[src/rtl/membus_pkg.sv]
package membus_pkg;
    localparam int unsigned ADDR_W_DEF = 4;
    localparam int unsigned DATA_W_DEF = 8;
    localparam int unsigned SYNC_STAGES_DEF = 2;

    typedef struct packed {
        logic ce_n;
        logic xe_n;
        logic we_n;
        logic oe_n;
    } bus_ctrl_t;

    localparam int unsigned CTRL_W = $bits(bus_ctrl_t);
endpackage

[src/rtl/bus_sync.sv]
module bus_sync #(
    parameter int unsigned WIDTH   = 4,
    parameter int unsigned STAGES  = 2,
    parameter logic        RST_VAL = 1'b0
) (
    input  logic             clk,
    input  logic             rst_n,
    input  logic [WIDTH-1:0] din,
    output logic [WIDTH-1:0] dout
);
    logic [STAGES-1:0] chain_q [WIDTH];

    for (genvar b = 0; b < WIDTH; b++) begin : g_bit
        always_ff @(posedge clk or negedge rst_n) begin
            if (!rst_n) chain_q[b] <= {STAGES{RST_VAL}};
            else        chain_q[b] <= {chain_q[b][STAGES-2:0], din[b]};
        end
        assign dout[b] = chain_q[b][STAGES-1];
    end
endmodule

[src/rtl/wr_window.sv]
module wr_window #(
    parameter int unsigned AW = 4,
    parameter int unsigned DW = 8
) (
    input  logic          clk,
    input  logic          rst_n,
    input  logic          s_ce_n,
    input  logic          s_we_n,
    input  logic          clash,
    input  logic [AW-1:0] s_addr,
    input  logic [DW-1:0] s_data,
    output logic          win_active,
    output logic          commit,
    output logic [AW-1:0] commit_addr,
    output logic [DW-1:0] commit_data
);
    typedef struct packed {
        logic          win;
        logic [AW-1:0] addr;
        logic [DW-1:0] data;
    } win_state_t;

    win_state_t st_d, st_q;
    logic       win_now;

    always_comb begin
        st_d    = st_q;
        win_now = !s_ce_n && !s_we_n && !clash;
        st_d.win = win_now;
        if (win_now) begin
            st_d.addr = s_addr;
            st_d.data = s_data;
        end
    end

    always_ff @(posedge clk or negedge rst_n) begin
        if (!rst_n) st_q <= '0;
        else        st_q <= st_d;
    end

    assign win_active  = st_q.win;
    assign commit      = st_q.win && !win_now && !clash;
    assign commit_addr = st_q.addr;
    assign commit_data = st_q.data;
endmodule

[src/rtl/reg_bank.sv]
module reg_bank #(
    parameter int unsigned AW = 4,
    parameter int unsigned DW = 8
) (
    input  logic          clk,
    input  logic          rst_n,
    input  logic          wr_en,
    input  logic [AW-1:0] wr_addr,
    input  logic [DW-1:0] wr_data,
    input  logic [AW-1:0] rd_addr,
    output logic [DW-1:0] rd_data
);
    localparam int unsigned DEPTH = 1 << AW;

    logic [DW-1:0] cell_q [DEPTH];

    for (genvar i = 0; i < DEPTH; i++) begin : g_cell
        always_ff @(posedge clk or negedge rst_n) begin
            if (!rst_n)                                   cell_q[i] <= '0;
            else if (wr_en && (wr_addr == AW'(i)))        cell_q[i] <= wr_data;
        end
    end

    assign rd_data = cell_q[rd_addr];
endmodule

[src/rtl/membus_wr_decoder.sv]
module membus_wr_decoder
    import membus_pkg::*;
#(
    parameter int unsigned AW     = ADDR_W_DEF,
    parameter int unsigned DW     = DATA_W_DEF,
    parameter int unsigned STAGES = SYNC_STAGES_DEF
) (
    input  logic          clk,
    input  logic          rst_n,
    input  logic          ce_n,
    input  logic          xe_n,
    input  logic          we_n,
    input  logic          oe_n,
    input  logic [AW-1:0] addr,
    input  logic [DW-1:0] wdata,
    output logic [DW-1:0] rdata,
    output logic          dout_en,
    output logic          xsel_n,
    output logic          contention_err
);
    localparam int unsigned BUS_W = AW + DW;

    typedef struct packed {
        logic          dout_en;
        logic          xsel_n;
        logic          err;
        logic [DW-1:0] rdata;
    } out_state_t;

    bus_ctrl_t     ctrl_raw, ctrl_s;
    logic [AW-1:0] s_addr;
    logic [DW-1:0] s_data;
    logic          clash;
    logic          win_active_w, commit_w;
    logic [AW-1:0] commit_addr_w;
    logic [DW-1:0] commit_data_w;
    logic [DW-1:0] bank_rd;
    out_state_t    st_d, st_q;

    assign ctrl_raw = '{ce_n: ce_n, xe_n: xe_n, we_n: we_n, oe_n: oe_n};

    bus_sync #(.WIDTH(CTRL_W), .STAGES(STAGES), .RST_VAL(1'b1)) u_sync_ctrl (
        .clk(clk), .rst_n(rst_n), .din(ctrl_raw), .dout(ctrl_s)
    );

    bus_sync #(.WIDTH(BUS_W), .STAGES(STAGES), .RST_VAL(1'b0)) u_sync_bus (
        .clk(clk), .rst_n(rst_n), .din({addr, wdata}), .dout({s_addr, s_data})
    );

    assign clash = !ctrl_s.ce_n && !ctrl_s.xe_n;

    wr_window #(.AW(AW), .DW(DW)) u_win (
        .clk(clk), .rst_n(rst_n),
        .s_ce_n(ctrl_s.ce_n), .s_we_n(ctrl_s.we_n), .clash(clash),
        .s_addr(s_addr), .s_data(s_data),
        .win_active(win_active_w), .commit(commit_w),
        .commit_addr(commit_addr_w), .commit_data(commit_data_w)
    );

    reg_bank #(.AW(AW), .DW(DW)) u_bank (
        .clk(clk), .rst_n(rst_n),
        .wr_en(commit_w), .wr_addr(commit_addr_w), .wr_data(commit_data_w),
        .rd_addr(s_addr), .rd_data(bank_rd)
    );

    always_comb begin
        st_d         = st_q;
        st_d.dout_en = !ctrl_s.ce_n && !ctrl_s.oe_n && ctrl_s.we_n && !clash;
        st_d.xsel_n  = !(!ctrl_s.xe_n && ctrl_s.ce_n);
        st_d.err     = st_q.err || clash;
        st_d.rdata   = st_d.dout_en ? bank_rd : '0;
    end

    always_ff @(posedge clk or negedge rst_n) begin
        if (!rst_n) st_q <= '{dout_en: 1'b0, xsel_n: 1'b1, err: 1'b0, rdata: '0};
        else        st_q <= st_d;
    end

    assign rdata          = st_q.rdata;
    assign dout_en        = st_q.dout_en;
    assign xsel_n         = st_q.xsel_n;
    assign contention_err = st_q.err;
endmodule

[config.mk]
export PLATFORM = sky130hd
export DESIGN_NAME = membus_wr_decoder
export DESIGN_NICKNAME = d
export VERILOG_FILES = /design/src/rtl/membus_pkg.sv /design/src/rtl/bus_sync.sv /design/src/rtl/wr_window.sv /design/src/rtl/reg_bank.sv /design/src/rtl/membus_wr_decoder.sv
export SDC_FILE = /design/constraint.sdc
export NUM_CORES = 1
export LEC_CHECK = 0
export CORE_UTILIZATION = 45
export CTS_BUF_LIST = sky130_fd_sc_hd__clkbuf_8
export DETAILED_ROUTE_END_ITERATION = 8
export SLEW_MARGIN = 20
export SYNTH_ARGS = -nofsm -noshare
export SYNTH_HDL_FRONTEND = slang
export SYNTH_HIERARCHICAL = 1
export SYNTH_SLANG_ARGS = --single-unit
[constraint.sdc]
create_clock -name clk -period 3 [get_ports clk]
set_clock_uncertainty 0.2 [all_clocks]
set_input_delay 0.45 -clock clk [delete_from_list [all_inputs] [get_ports clk]]
set_output_delay 0.45 -clock clk [all_outputs]
set_load 0.03 [all_outputs]
* After elaboration in Yosys (flattened, before gate mapping) *
Cells that the tools add are included.

cells by class
  order comparisons = 1
  equal/unequal tests = 15
  multiplexer cells = 4
  bitwise operators = 1
  reduce and logical (&&, ||, !) cells = 34

operator list
  cell                                                      count
  binary-select mux 8 bit (select 4 bit)                    1
  equality test 4 bit, second input constant                8
  logical AND 1 bit                                         25
  two-way mux 8 bit                                         3
  equality test 4 x 3 -> 1 bit, second input constant       4
  equality test 4 x 2 -> 1 bit, second input constant       2
  logical NOT 1 bit                                         7
  greater-or-equal comparator 5 bit, second input constant  1
  NOT 4 -> 5 bit                                            1
  equality test 4 x 1 -> 1 bit, second input constant       1
  logical NOT 4 bit                                         1
  logical OR 1 bit                                          1

storage, ports and cells
  bits in registers = 184
  input port bits = 18

* Logic depth before layout (Yosys ltp) *
Gate-level depths: netlist (run 1).

  depth after elaboration = 8
  mapped depth = 7

* Cells and area by module *
Netlist (run 1), hierarchy kept.

modules (own cells, without submodules)
  module                  instances  cells an instance  area an instance (um^2)  sequential area each (um^2)
  reg_bank                1          364                5903.2                   3203.1
  bus_sync (u_sync_bus)   1          36                 690.7                    600.6
  wr_window               1          29                 499.2                    325.3
  membus_wr_decoder       1          24                 360.3                    276.5
  bus_sync (u_sync_ctrl)  1          12                 240.2                    210.2

* Least setup slack after synthesis (run 1) *
OpenSTA, ideal clock, no wires.

  path type = flip-flop to flip-flop
  from = register u_sync_ctrl.chain_q (netlist bit u_sync_ctrl/dout[3])
  to = register u_bank/cell_q[100] (netlist name)
  data arrival time = 2.119 ns
  slack = 0.557 ns
  stages on the path, launching flop included = 8
  buffers on the path = 2
  clock period less this slack = 2.443 ns
  cell sequence = dfstp_2 -> buf_4 -> nor2_1 -> nor3b_1 -> nor3b_2 -> nor2b_1 -> buf_2 -> mux2_2

between the ends
  word-level cells in the longest chain between the ends = 8
  elaborated cells between the ends (all ways) = 9
  those cells by class = 9 x reduce/logical

RTL lines
  what                             RTL line                          RTL
  start, declared                  bus_sync.sv:11                    logic [STAGES-1:0] chain_q [WIDTH];
  start signal, assigned by index  bus_sync.sv:15                    if (!rst_n) chain_q[b] <= {STAGES{RST_VAL}};
  start signal, assigned by index  bus_sync.sv:16                    else chain_q[b] <= {chain_q[b][STAGES-2:0], din[b]};
  logical NOT 1 bit *              membus_wr_decoder.sv:50           assign clash = !ctrl_s.ce_n && !ctrl_s.xe_n;
  logical AND 1 bit *              membus_wr_decoder.sv:50
  via clash                        membus_wr_decoder.sv:33           logic clash;
  logical NOT 1 bit *              wr_window.sv:28, wr_window.sv:42
  logical AND 1 bit                wr_window.sv:28                   win_now = !s_ce_n && !s_we_n && !clash;
  logical NOT 1 bit                wr_window.sv:42                   assign commit = st_q.win && !win_now && !clash;
  logical AND 1 bit                wr_window.sv:42
  logical AND 1 bit *              wr_window.sv:42
  via commit_w                     membus_wr_decoder.sv:34           logic win_active_w, commit_w;
  logical AND 1 bit *              reg_bank.sv:20                    else if (wr_en && (wr_addr == AW'(i))) cell_q[i] <= wr_data;
  end signal, assigned by index    reg_bank.sv:20
  end, declared                    reg_bank.sv:15                    logic [DW-1:0] cell_q [DEPTH];

Mark *: on every way through the listed nets, which the timed path passes. The rest lies on a longest branch.
A chain may end at the register's enable or synchronous reset.

* Worst setup path after layout (run 1) *
  from = register u_sync_ctrl.chain_q (netlist bit u_sync_ctrl/dout[3])
  to = register u_bank/cell_q[79] (netlist name)

The elaborated chain is that of the path after synthesis.

==> results by group, run 1 <==
STA
  – Final Cycle Share: 83.7%
  – Setup WS post-layout: 0.489 ns
  – Final Hold Viols: 0
  – Slew margin rel.: 52.2%
  – Setup_tns: 0 ns
  – Tmin final: 2.51 ns
  – Setup violations, final: 0
  – Slew Viols, Final: 0
  – Slew @ Worst Pin: 0.715 ns
  – Min Hold Slack: 0.153 ns
  – RSZ-0062 raised after global routing: false
  – Max Clk Rate: 398 MHz

Finish
  – Core Util, Final: 51.2%
  – Fill count: 1407
  – Layout area overhead: 10.7%
  – Total Nets Final: 500
  – N_diodes: 0
  – Fraction of layout cells with a size suffix above 1: 45.3%

Detailed routing
  – Vias: 3934
  – Vias per cell: 5.50
  – Total iterations of the first detailed-routing run: 4
  – Drt total wl: 15500 um
  – Initial DRC Count: 123
  – Post-route ant nets: 0
  – DRC Markers: 0
  – Avg WL per Cell: 21.7 um

Floorplan
  – Die H: 133 um
  – Standard-cell rows: 47
  – Die area: 17600 um^2
  – CORE AREA: 16600 um^2
  – Num ports: 29
  – Initial Util: 46.2%
  – Die width: 133 um

Global route
  – Global-route usage over all layers: 19.7%
  – Number of global-route vias before repair: 4284
  – Largest net degree at the start of global routing: 63
  – Global-route wire length before repair: 25100 um
  – Initial antenna violation count: 0
  – GRT overflow: 0

Power and ir drop
  – Power Density: 710 nW/um^2
  – Pwr Total: 6.05 mW
  – Leakage power: 3.97 nW
  – Peak supply drop: 351 uV

CTS
  – CTS clk-pin slew, worst paths: 0.09 ns
  – # clock sinks: 184
  – Root Buffer: clkbuf_8
  – Cts bufs inserted: 17
  – Max clock buf depth: 2
  – CTS tree: yes
  – Skew-Pair Late Insertion Delay: 0.47 ns
  – Cts repair resizes: 0
  – Number of H-tree levels: 4

Worst setup path
  – CP Class: flip-flop to flip-flop
  – Slowest stage cell, crit path: dfstp_2
  – CP bufs+invs: 1
  – CP Data Required Time: 3.15 ns
  – Crit-path cells: nor2_1, nor3b_1, buf_4, nand3b_1, nor2_2, mux2_2
  – Max incr delay on CP: 0.59 ns
  – Crit path DAT: 2.66 ns
  – Delay-heaviest family, CP: simple AND/OR/NAND/NOR gates
  – Setup crit end kind: flip-flop
  – CP Max Fanout: 8
  – Critical Path Start Type: flip-flop

Synthesis
  – Syn Std Cell Area: 7690 um^2
  – Syn Nets: 483
  – Synth top area share: 56.9%
  – Async SR Flop Fraction: 100%
  – Count leader, synth: dfrtp_1
  – Synth cell count leaders: dfrtp_1 (175), mux2_2 (140), buf_4 (17), mux4_2 (17), a22oi_1 (16)
  – Synth cell types: 28
  – Synth Register Bits: 184
  – Predominant post-synthesis flop cell: dfrtp_1
  – Syn Area/Cell: 16.5 um^2
  – Register area share after synthesis: 60.0%
  – EDFF count, synth: 0
  – Area contributors post-synth: dfrtp_1 (57%), mux2_2 (20%), mux4_2 (5.0%)
  – Post-Syn Instances: 465
  – Largest area contributor in the netlist: dfrtp_1
  – Ys Warns: 6

Job
  – Max-cap violations: 0

Placement
  – Final GP Congestion: 0.780
  – PortBufs: 28
  – Pre-CTS setup slack: 0.453 ns
  – Post-DP HPWL: 9930 um

Min path
  – Worst min path class: flip-flop to flip-flop

Outcome
  – Status: completed
[repair_timing]
action / CTS / global route
setup buffers: 0 / 0
hold buffers: 1 / 0
endpoints found under the hold margin: 49 / 0
endpoints found under the setup margin: 0 / 0
[metrics by stage]
stage,std cells,cell area (um^2)
after floorplan,465,7690
after global placement,682,8080
after global routing,715,8520
after detailed placement,682,8080
after CTS,715,8520
final,715,8520
[metal layers]
layer	share of wire [%]	wire [um]	vias up	GRT usage, %
li1	-	-	1718	-
met1	45	6900	2123	27.1
met2	48	7500	71	30.4
met3	4.5	691	22	4.29
met4	2.5	391	0	8.30
met5	0	0	-	0
[layout make-up]
class	count	area, um^2	share of cell area (%)
Clock buffer	18	248	2.91
Tap cell	220	275	3.23
Sequential cell	184	4620	54.2
Clock inverter	14	181	2.13
Timing Repair Buffer	40	399	4.69
Multi-Input combinational cell	239	2800	32.8
[cells in the final DEF, fill, tap and decap left out, types with 4 or more instances in the layout]
cell,n
bufinv_16,4
nand2b_1,7
mux4_2,17
nand2_1,10
dfstp_2,9
buf_4,9
and2_1,9
nor2_2,9
nor2_1,4
clkdlybuf4s50_1,27
mux2_2,140
dfrtp_1,174
a22oi_1,16
mux4_1,14
clkbuf_8,18
clkinv_2,4
[kinds of logic after synthesis]
group | share of synthesized area [%]
buffers and inverters | 3.68
flip-flops | 60.0
AND/OR/NAND/NOR | 4.20
multiplexers | 30.6
AO/OA/AOI/OAI | 1.56
[registers in the layout, summed over array words and instances (netlist names)]
register,count
rdata,8
dout_en,1
u_win/commit_addr,4
u_bank/cell_q,128
u_sync_ctrl/chain_q,4
xsel_n,1
u_win/win_active,1
u_win/commit_data,8
u_sync_ctrl/dout,4
u_sync_bus/chain_q,12
contention_err,1
u_sync_bus/dout,12
[path summary, 6_finish.rpt]
kind,startpoint,end,cells after the start,slack [ns]
min in group asynchronous,rst_n,u_bank/cell_q[5],2,0.32
hold reg to reg,u_sync_bus/chain_q[2],u_sync_bus/dout[10],0,0.15
hold / removal,u_sync_bus/chain_q[2],u_sync_bus/dout[10],0,0.15
max in group asynchronous,rst_n,u_bank/cell_q[118],3,1.54
setup reg to reg,u_sync_ctrl/dout[3],u_bank/cell_q[79],6,0.49
setup / recovery,u_sync_ctrl/dout[3],u_bank/cell_q[79],6,0.49
[worst register-to-register path, cell delays in order (launching register included)]
cell      delay, ns
dfstp_2        0.59
nor2_1         0.10
nor3b_1        0.25
buf_4          0.18
nand3b_1       0.19
nor2_2         0.48
mux2_2         0.40
[report_power, final]
group / internal, mW / switching (mW) / total [mW]
Sequential: 2.98 / 0.354 / 3.33
Combinational: 0.604 / 0.321 / 0.925
Clock: 0.924 / 0.868 / 1.79
Note: power is estimated with default switching activity, not from simulation.
==> inputs of run 2 (changes only) <==
clock period = 2.2 ns   (was 3 ns; I/O delays follow)
==> results by group, run 2 (synthesized netlist as in run 1, its figures left out) <==
Outcome
  – Status: completed (unchanged)

Global route
  – Number of global-route vias before repair: 4373 (was 4284)
  – Met1 Use GR: 26.1% (was 27.1%)
  – Largest net degree at the start of global routing: 54 (was 63)
  – Grt met3 use: 4.14% (was 4.29%)
  – GRT overflow: 0 (unchanged)
  – Global-route usage over all layers: 19.1% (was 19.7%)
  – Initial antenna violation count: 0 (unchanged)
  – GR Util met2: 30.6% (was 30.4%)
  – Global route hottest layer: met2 (unchanged)
  – Global-route wire length before repair: 24900 um (was 25100 um)

CTS
  – Cts bufs inserted: 17 (unchanged)
  – Skew-Pair Late Insertion Delay: 0.46 ns (was 0.47 ns)
  – # clock sinks: 184 (unchanged)
  – CTS clk-pin slew, worst paths: 0.10 ns (was 0.09 ns)
  – CTS tree: yes (unchanged)
  – Root Buffer: clkbuf_8 (unchanged)
  – Number of H-tree levels: 4 (unchanged)
  – Max clock buf depth: 2 (unchanged)

Placement
  – Pre-CTS setup slack: -0.103 ns (was 0.453 ns)
  – PortBufs: 28 (unchanged)
  – Final GP Congestion: 0.766 (was 0.780)
  – Dpl cell area: 8410 um^2 (was 8080 um^2)
  – Post-DP HPWL: 10400 um (was 9930 um)

STA
  – Slew @ Worst Pin: 0.695 ns (was 0.715 ns)
  – Max Clk Rate: 458 MHz (was 398 MHz)
  – RSZ-0062 raised after global routing: true (was false)
  – Setup WS post-layout: 0.0188 ns (was 0.489 ns)
  – Final Cycle Share: 99.1% (was 83.7%)
  – Setup violations, final: 0 (unchanged)
  – Slew margin rel.: 53.7% (was 52.2%)
  – Final Hold Viols: 0 (unchanged)
  – Slew Viols, Final: 0 (unchanged)
  – Tmin final: 2.18 ns (was 2.51 ns)

Power and ir drop
  – Peak supply drop: 515 uV (was 351 uV)
  – Leakage power: 4.19 nW (was 3.97 nW)
  – Power Density: 905 nW/um^2 (was 710 nW/um^2)

Floorplan
  – Die H: 133 um (unchanged)
  – Die width: 133 um (unchanged)
  – Standard-cell rows: 47 (unchanged)
  – Num ports: 29 (unchanged)
  – CORE AREA: 16600 um^2 (unchanged)
  – Die area: 17600 um^2 (unchanged)
  – Initial Util: 46.2% (unchanged)

Finish
  – Total Nets Final: 535 (was 500)
  – Commonest cells after routing, fill and taps aside: dfrtp_1 (174), mux2_2 (125), buf_4 (28) (was dfrtp_1 (174), mux2_2 (140), clkdlybuf4s50_1 (27))
  – Most common cell after layout, fill and taps aside: dfrtp_1 (unchanged)
  – Max reg flops: 128 (unchanged)
  – Largest register by flop count: u_bank/cell_q (unchanged)
  – Design Area, Final: 8980 um^2 (was 8520 um^2)
  – N_diodes: 0 (unchanged)
  – Fraction of layout cells with a size suffix above 1: 50.4% (was 45.3%)
  – Layout area overhead: 16.7% (was 10.7%)

Detailed routing
  – Total iterations of the first detailed-routing run: 4 (unchanged)
  – Vias per cell: 5.36 (was 5.50)
  – Drt total wl: 15500 um (about the same)
  – DRC Markers: 0 (unchanged)
  – Post-route ant nets: 0 (unchanged)
  – Vias: 4023 (was 3934)
  – Avg WL per Cell: 20.7 um (was 21.7 um)
  – Initial DRC Count: 252 (was 123)

Worst setup path
  – Critical Path Start Type: flip-flop (unchanged)
  – CP Class: flip-flop to flip-flop (unchanged)
  – Crit path DAT: 2.32 ns (was 2.66 ns)
  – R2r setup slk: 0.02 ns (was 0.49 ns)
  – Setup crit end kind: flip-flop (unchanged)
  – CP Max Fanout: 4 (was 8)
  – CP Data Required Time: 2.34 ns (was 3.15 ns)

Job
  – Max-cap violations: 0 (unchanged)

Min path
  – Worst min path class: input pin to flip-flop (was flip-flop to flip-flop)
-- run 2: cell types whose count changed in the layout (fill, tap and decap cells not counted), moves of 3 or more --
| cell | previous run | this run |
|---|---|---|
| clkinv_4 | 1 | 4 |
| inv_8 | 0 | 3 |
| bufinv_16 | 4 | 1 |
| clkinv_2 | 4 | 0 |
| nor2_2 | 9 | 6 |
| nor2_4 | 0 | 5 |
| buf_6 | 1 | 11 |
| buf_4 | 9 | 28 |
| mux2_2 | 140 | 125 |
| buf_12 | 2 | 8 |
| mux2_4 | 0 | 15 |
-- run 2: power breakdown --
| group | internal (mW) | switching (mW) |
|---|---|---|
| Clock | 0.992 | 1.27 |
| Sequential | 4.06 | 0.473 |
| Combinational | 0.891 | 0.446 |
-- run 2: area by class of cell --
class / count / area (um^2)
clock buffer: 19 / 262
tap: 220 / 275
clock inverter: 13 / 139
fill: 1352 / 7660
multi-input combinational: 239 / 2910
timing repair buffer: 75 / 773
sequential: 184 / 4620
-- run 2: path summary, 6_finish.rpt --
check                                  startpoint                      to  cells past startpoint
max                           u_sync_ctrl/dout[3]       u_bank/cell_q[42]                      8
min                                          we_n  u_sync_ctrl/chain_q[4]                      1
max reg2reg                   u_sync_ctrl/dout[3]       u_bank/cell_q[42]                      8
min reg2reg                u_sync_bus/chain_q[12]      u_sync_bus/dout[5]                      0
max in group asynchronous                   rst_n       u_bank/cell_q[77]                      3
min in group asynchronous                   rst_n    u_win/commit_data[5]                      2
-- run 2: layer usage --
metal / wire, um / vias up / share of wire [%]
met5: 0 / - / 0
met4: 251 / 0 / 1.6
met3: 461 / 17 / 3.0
met2: 7520 / 67 / 48
met1: 7290 / 2164 / 47
li1: - / 1775 / -
-- run 2: critical path, stage by stage (launching register included) --
cell and delay (ns):
dfstp_2 0.57, nor2_2 0.05, nor3b_4 0.27, buf_4 0.17, nand3b_4 0.07, buf_6 0.14, nor2_2 0.10, buf_4 0.16
mux2_2 0.33
-- run 2: per-stage QoR --
stage | utilization, % | cells | setup TNS [ns] | hold WS (ns) | power, mW
2_1_floorplan | - | 465 | 0 | -0.166 | 5.42
3_3_place_gp | 50.6 | 716 | -0.419 | 0.103 | 5.79
3_5_place_dp | 50.6 | 716 | -0.829 | 0.109 | 5.88
4_1_cts | 53.1 | 749 | -0.0282 | 0.0345 | 8.16
5_1_grt | 54.0 | 750 | -2.08 | 0.0287 | 8.54
6_report | 54.0 | 750 | 0 | 0.0610 | 8.13
-- run 2: repair_timing --
action,4_1_cts,5_1_grt
setup endpoints to repair,47,69
hold endpoints to repair,53,0
hold buffers,1,0
pin swaps,1,4
gates resized for setup,4,33
buffers inserted,0,1
